$ cat src/rtl/rxu_pkg.sv
package rxu_pkg;
    typedef enum logic [1:0] {
        RXU_IDLE   = 2'd0,
        RXU_ACCESS = 2'd1,
        RXU_HEADER = 2'd2,
        RXU_DATA   = 2'd3
    } rxu_state_e;
endpackage

$ cat src/rtl/rxu_fsm.sv
module rxu_fsm
    import rxu_pkg::*;
(
    input  logic       clk,
    input  logic       rst_n,
    input  logic       rx_req_i,
    input  logic       gnt_i,
    input  logic       ready_i,
    input  logic       hdr_last_i,
    input  logic       pay_zero_i,
    input  logic       pay_last_i,
    output rxu_state_e state_o,
    output logic       finish_o
);
    rxu_state_e state_q, state_d;

    // state register
    always_ff @(posedge clk or negedge rst_n) begin
        if (!rst_n) state_q <= RXU_IDLE;
        else        state_q <= state_d;
    end

    // transitions
    always_comb begin
        state_d = state_q;
        unique case (state_q)
            RXU_IDLE:   if (rx_req_i)          state_d = RXU_ACCESS;
            RXU_ACCESS: if (gnt_i && ready_i)  state_d = RXU_HEADER;
            RXU_HEADER: if (hdr_last_i)        state_d = pay_zero_i ? RXU_IDLE : RXU_DATA;
            RXU_DATA:   if (pay_last_i)        state_d = RXU_IDLE;
        endcase
    end

    // outputs
    always_comb begin
        state_o  = state_q;
        finish_o = 1'b0;
        unique case (state_q)
            RXU_IDLE:   finish_o = 1'b0;
            RXU_ACCESS: finish_o = 1'b0;
            RXU_HEADER: finish_o = hdr_last_i && pay_zero_i;
            RXU_DATA:   finish_o = pay_last_i;
        endcase
    end

    AST_HDR_NEEDS_ACCESS: assert property (@(posedge clk) disable iff (!rst_n)
        (state_q == RXU_HEADER) && $changed(state_q) |-> $past(gnt_i && ready_i));
endmodule

$ cat src/rtl/rxu_word_ctr.sv
module rxu_word_ctr
    import rxu_pkg::*;
#(
    parameter int LEN_W     = 16,
    parameter int HDR_WORDS = 4,
    parameter int LEN_IDX   = 1
) (
    input  logic             clk,
    input  logic             rst_n,
    input  rxu_state_e       state_i,
    input  logic             rvalid_i,
    input  logic [LEN_W-1:0] rdata_i,
    output logic             hdr_last_o,
    output logic             pay_zero_o,
    output logic             pay_last_o
);
    localparam int HCW = $clog2(HDR_WORDS + 1);
    localparam logic [HCW-1:0] HDR_LAST = HCW'(HDR_WORDS - 1);
    localparam logic [HCW-1:0] LEN_POS  = HCW'(LEN_IDX);

    logic [HCW-1:0]   hdr_cnt_q;
    logic [LEN_W-1:0] len_q;
    logic [LEN_W-1:0] remain_q;
    logic [LEN_W-1:0] len_now;
    logic [LEN_W:0]   words_wide;
    logic [LEN_W-1:0] words_now;
    logic             hdr_beat;
    logic             pay_beat;

    assign hdr_beat   = (state_i == RXU_HEADER) && rvalid_i;
    assign pay_beat   = (state_i == RXU_DATA) && rvalid_i;
    assign len_now    = (hdr_cnt_q == LEN_POS) ? rdata_i : len_q;
    assign words_wide = ({1'b0, len_now} + {{LEN_W{1'b0}}, 1'b1}) >> 1;
    assign words_now  = words_wide[LEN_W-1:0];

    assign hdr_last_o = hdr_beat && (hdr_cnt_q == HDR_LAST);
    assign pay_zero_o = (words_now == '0);
    assign pay_last_o = pay_beat && (remain_q == LEN_W'(1));

    always_ff @(posedge clk or negedge rst_n) begin
        if (!rst_n) begin
            hdr_cnt_q <= '0;
            len_q     <= '0;
            remain_q  <= '0;
        end else begin
            if (state_i == RXU_IDLE) begin
                hdr_cnt_q <= '0;
            end else if (hdr_beat) begin
                hdr_cnt_q <= hdr_cnt_q + HCW'(1);
                if (hdr_cnt_q == LEN_POS) len_q <= rdata_i;
            end
            if (hdr_last_o)    remain_q <= words_now;
            else if (pay_beat) remain_q <= remain_q - LEN_W'(1);
        end
    end

    AST_DATA_REMAIN_NONZERO: assert property (@(posedge clk) disable iff (!rst_n)
        (state_i == RXU_DATA) |-> (remain_q != '0));
    AST_HDR_CNT_BOUND: assert property (@(posedge clk) disable iff (!rst_n)
        (hdr_cnt_q <= HCW'(HDR_WORDS)));
endmodule

$ cat src/rtl/rxu_rd_issuer.sv
module rxu_rd_issuer (
    input  logic clk,
    input  logic rst_n,
    input  logic active_i,
    input  logic rvalid_i,
    output logic rd_o
);
    logic pending_q;

    assign rd_o = active_i && !pending_q;

    always_ff @(posedge clk or negedge rst_n) begin
        if (!rst_n)        pending_q <= 1'b0;
        else if (rd_o)     pending_q <= 1'b1;
        else if (rvalid_i) pending_q <= 1'b0;
    end

    AST_NO_BACK_TO_BACK_RD: assert property (@(posedge clk) disable iff (!rst_n)
        rd_o |=> !rd_o);
    AST_RVALID_ANSWERS_RD: assert property (@(posedge clk) disable iff (!rst_n)
        rvalid_i |-> pending_q);
endmodule

$ cat src/rtl/rxu_frame_unloader.sv
module rxu_frame_unloader
    import rxu_pkg::*;
#(
    parameter int LEN_W     = 16,
    parameter int HDR_WORDS = 4,
    parameter int LEN_IDX   = 1
) (
    input  logic             clk,
    input  logic             rst_n,
    input  logic             rx_req_i,
    input  logic             irq_clr_i,
    output logic             bus_req_o,
    input  logic             bus_gnt_i,
    input  logic             seq_ready_i,
    output logic             seq_rd_o,
    input  logic [LEN_W-1:0] seq_rdata_i,
    input  logic             seq_rvalid_i,
    output logic [LEN_W-1:0] pay_data_o,
    output logic             pay_valid_o,
    output logic             done_o,
    output logic             irq_o
);
    rxu_state_e state;
    logic       hdr_last, pay_zero, pay_last, finish, reading;

    rxu_fsm u_fsm (
        .clk        (clk),
        .rst_n      (rst_n),
        .rx_req_i   (rx_req_i),
        .gnt_i      (bus_gnt_i),
        .ready_i    (seq_ready_i),
        .hdr_last_i (hdr_last),
        .pay_zero_i (pay_zero),
        .pay_last_i (pay_last),
        .state_o    (state),
        .finish_o   (finish)
    );

    rxu_word_ctr #(
        .LEN_W     (LEN_W),
        .HDR_WORDS (HDR_WORDS),
        .LEN_IDX   (LEN_IDX)
    ) u_ctr (
        .clk        (clk),
        .rst_n      (rst_n),
        .state_i    (state),
        .rvalid_i   (seq_rvalid_i),
        .rdata_i    (seq_rdata_i),
        .hdr_last_o (hdr_last),
        .pay_zero_o (pay_zero),
        .pay_last_o (pay_last)
    );

    assign reading = (state == RXU_HEADER) || (state == RXU_DATA);

    rxu_rd_issuer u_rd (
        .clk      (clk),
        .rst_n    (rst_n),
        .active_i (reading),
        .rvalid_i (seq_rvalid_i),
        .rd_o     (seq_rd_o)
    );

    assign bus_req_o = (state != RXU_IDLE);

    always_ff @(posedge clk or negedge rst_n) begin
        if (!rst_n) begin
            pay_data_o  <= '0;
            pay_valid_o <= 1'b0;
            done_o      <= 1'b0;
            irq_o       <= 1'b0;
        end else begin
            pay_valid_o <= (state == RXU_DATA) && seq_rvalid_i;
            if ((state == RXU_DATA) && seq_rvalid_i) pay_data_o <= seq_rdata_i;
            done_o <= finish;
            if (finish)         irq_o <= 1'b1;
            else if (irq_clr_i) irq_o <= 1'b0;
        end
    end

    AST_DONE_SINGLE: assert property (@(posedge clk) disable iff (!rst_n)
        done_o |=> !done_o);
    AST_REQ_DROP_AT_DONE: assert property (@(posedge clk) disable iff (!rst_n)
        $fell(bus_req_o) |-> done_o);
    AST_IRQ_WITH_DONE: assert property (@(posedge clk) disable iff (!rst_n)
        done_o |-> irq_o);
    AST_VALID_FOLLOWS_RVALID: assert property (@(posedge clk) disable iff (!rst_n)
        pay_valid_o |-> $past(seq_rvalid_i));
    AST_NO_RD_WHEN_IDLE: assert property (@(posedge clk) disable iff (!rst_n)
        seq_rd_o |-> bus_req_o);
endmodule

$ cat config.mk
export PLATFORM = sky130hd
export DESIGN_NAME = rxu_frame_unloader
export DESIGN_NICKNAME = d
export VERILOG_FILES = /design/src/rtl/rxu_pkg.sv /design/src/rtl/rxu_fsm.sv /design/src/rtl/rxu_word_ctr.sv /design/src/rtl/rxu_rd_issuer.sv /design/src/rtl/rxu_frame_unloader.sv
export SDC_FILE = /design/constraint.sdc
export NUM_CORES = 1
export LEC_CHECK = 0
export BUFFER_PORTS_ARGS = -buffer_cell sky130_fd_sc_hd__buf_2
export CELL_PAD_IN_SITES_DETAIL_PLACEMENT = 1
export CELL_PAD_IN_SITES_GLOBAL_PLACEMENT = 1
export CORE_ASPECT_RATIO = 0.6
export CORE_UTILIZATION = 28
export DETAILED_ROUTE_END_ITERATION = 16
export HOLD_SLACK_MARGIN = 0.02
export PLACE_DENSITY_LB_ADDON = 0.15
export REMOVE_ABC_BUFFERS = 1
export SLEW_MARGIN = 20
export SYNTH_ARGS = -nofsm -noshare
export SYNTH_HDL_FRONTEND = slang
export SYNTH_HIERARCHICAL = 1
export SYNTH_SLANG_ARGS = --single-unit
$ cat constraint.sdc
create_clock -name clk -period 4.6 [get_ports clk]
set_input_delay 0.23 -clock clk [delete_from_list [all_inputs] [get_ports clk]]
set_output_delay 0.23 -clock clk [all_outputs]
set_load 0.01 [all_outputs]
==> flow_summary.toml <==
[outcome]
outcome = "complete, no violations"

[timing]
finalSetupViolCount = 0
period_minus_slack_ns = 3.67
relSlewSlack_pct = 47.4
rsz0062_at_grt = "no"
skew_ns = 0.00524
period_share_pct = 79.7
timing.fmax_ghz = 0.273
final_max_slew_viol_count = 0
fin_ws_ns = 0.934
tns_ns = 0
final_hold_viol_count = 0
tightest_slew_ns = 0.789

[final_layout]
area_delta_synth_final_pct = 18.7
drive_above_1_share_pct = 25.5
nFillCells = 1429
diodes = 0
instances_no_fill = 561
final_cell_area_sq_um = 4140
fin_nets = 423

[pwr]
ir_worst_vdd_v = 0.000202
p_leak_nw = 1.90
powerDensity_nw_per_um2 = 698

[logic_synthesis]
synth-edff-count = 0
postSynthCellCount = 346
ys_ff_latch = 57
syn_area_sq_um = 3490
synthArstFlopShare_pct = 100
yosysSeqAreaShare_pct = 40.9
yosys-top-cells-area = "dfrtp_1, mux2_2, nand2_1"
synth_top_cell_by_area = "dfrtp_1"
synth.avg_cell_area_sq_um = 10.1
yosys_warnings = 6
synth_top_cell_area_share_pct = 40.9
synth.most_common_cell = "dfrtp_1"
synth_common_cells = "dfrtp_1, nand2_1, o21ai_0"
synth_cell_type_count = 55
yosys_most_used_dff = "dfrtp_1"

[clock_network]
clock_latency_ns = 0.33
clockBufferDepth = 2
cts_hold_buf = 0
post_cts.repair.setup_buffers = 0
cts_buffers = 9
cts_tree = "yes"
cts_sinks = 57
ctsResizeCount = 0
cts.htree.levels = 3
clk_pin_slew_worst_paths_ns = 0.05
cts_root_buf = "clkbuf_16"

[grt]
grt_pass1_vias = 2833
grt_util_met1_pct = 24.5
grt_start_max_net_pins = 58
busiest_layer = "met1"
grt-ovfl-total = 0
met3_usage_pct = 4.02
grt_pass1_wl_um = 15800
grt_usage_pct = 16.3
grtUsageMet2_pct = 22.4
antenna_found_initial = 0

[critical_path]
criticalPathCategory = "register to register"
worst-endpoint-required_ns = 4.87
r2r_slack_ns = 0.93
cp_max_fo = 29
arrival_ns = 3.94
startpoint_type = "register"
r2r_start = "u_ctr/hdr_cnt_q[0]$_DFFE_PN0P_"
crit_path_end_kind = "register"
crit_start = "u_ctr/hdr_cnt_q[0]$_DFFE_PN0P_"

[routing]
via_per_inst = 4.90
wl_per_cell_um = 17.1
routed-via-count = 2749
wl_um = 9600
detail_route.iter0.violations = 109
dr.pass1.iters = 4
ant_nets = 0
drc = 0

[placement]
gp_congestion = 0.769
pre_cts_ws_ns = 0.939
io_buffers = 43
hpwl_um = 6900
dp.cells = 548
placed_cell_area_sq_um = 3870

[floorplan]
num_io_pins = 44
fp.coreArea_sq_um = 12100
die_y_um = 88.4
fp.dieW_um = 146
floorplan.initialDensity_pct = 28.8
dieArea_sq_um = 12900
placementRows = 31

[min_path]
hold_path.class = "input pin to async pin"

[flow_run]
drv_cap = 0
cell type report:
class,instances,area [sq um],share of cell area (%)
inverters,9,33.8,0.817
repair buffers,47,245,5.93
well taps,165,206,4.99
multi-input cells,270,1950,47.2
clock buffers,13,270,6.53
flip-flops and latches,57,1430,34.5
kinds of logic (layout without fill, tap and decap cells):
family	Yosys count	after routing	share of synthesized area, %
xor+xnor	30	30	7.54
buf+inv	19	69	3.01
mux	49	49	16.5
simple gates	131	131	20.0
flops	57	57	40.9
fa+ha+maj	6	6	2.15
compound gates	54	54	9.91
flip-flops by register name, indices dropped and copies added (netlist names):
signal and count:
u_rd/pending_q 1, pay_data_o 16, u_ctr/len_q 16, pay_valid_o 1
u_fsm/state_o 2, u_ctr/hdr_cnt_q 3, done_o 1, u_ctr/remain_q 16
irq_o 1
cell usage in the layout (no fill, tap or decap), types with 3 or more instances in the layout:
| cell | instances |
|---|---|
| dfrtp_1 | 57 |
| nand2_1 | 54 |
| buf_2 | 43 |
| o21ai_0 | 23 |
| mux2_2 | 19 |
| xnor2_1 | 18 |
| mux2i_1 | 17 |
| nor3_1 | 14 |
| xor2_1 | 12 |
| nor2_1 | 12 |
| mux2_4 | 10 |
| nand3_1 | 10 |
| inv_1 | 9 |
| clkbuf_16 | 9 |
| a21oi_1 | 8 |
| and3_1 | 7 |
| ha_1 | 6 |
| nand4_1 | 5 |
| buf_4 | 4 |
| o22ai_1 | 4 |
| a31oi_1 | 4 |
| o211ai_1 | 4 |
| clkbuf_8 | 3 |
| mux2i_2 | 3 |
| nand2b_1 | 3 |
critical path, stage by stage (launching register included):
cell and delay, ns:
dfrtp_1 0.42, ha_1 0.30, nand2b_4 0.39, mux2_4 0.28, ha_1 0.28, nand4_1 0.12, mux2_2 0.33, nor3_1 0.21
xor2_1 0.21, nand4_1 0.13, nor4_2 0.39, nand2_1 0.14, o21ai_0 0.15, and2_1 0.16, a21o_1 0.08
report_power, final:
| part | leakage [nW] | switching [mW] | internal (mW) |
|---|---|---|---|
| logic | 1.06 | 0.722 | 0.600 |
| clock network | 0.134 | 0.219 | 0.399 |
| registers | 0.699 | 0.220 | 0.727 |
| total | 1.90 | 1.16 | 1.73 |
layer usage:
metal  vias up  share of wire [%]
met1      1358                 58
met3        10                3.4
met5         -                  0
li1       1338                  -
met2        43                 38
met4         0                1.1
through the flow:
stage	total power [mW]	utilization, %	hold WS, ns
finish	2.89	34.2	0.0339
global route	3.11	34.2	0.122
CTS	2.92	34.2	0.0925
detailed placement	2.27	31.9	0.450
global placement	2.25	31.9	0.446
floorplan	1.84	-	-0.0656
path summary, 6_finish.rpt:
kind | cells after the start | to
min | 2 | u_rd/pending_q$_DFFE_PN0P_
max | 14 | irq_o$_DFFE_PN0P_
min reg2reg | 1 | u_rd/pending_q$_DFFE_PN0P_
max reg2reg | 14 | irq_o$_DFFE_PN0P_
max in group asynchronous | 2 | u_ctr/remain_q[5]$_DFFE_PN0P_
min in group clk | 3 | u_fsm/state_o[0]$_DFFE_PN0P_
Note: power is estimated with default switching activity, not from simulation.
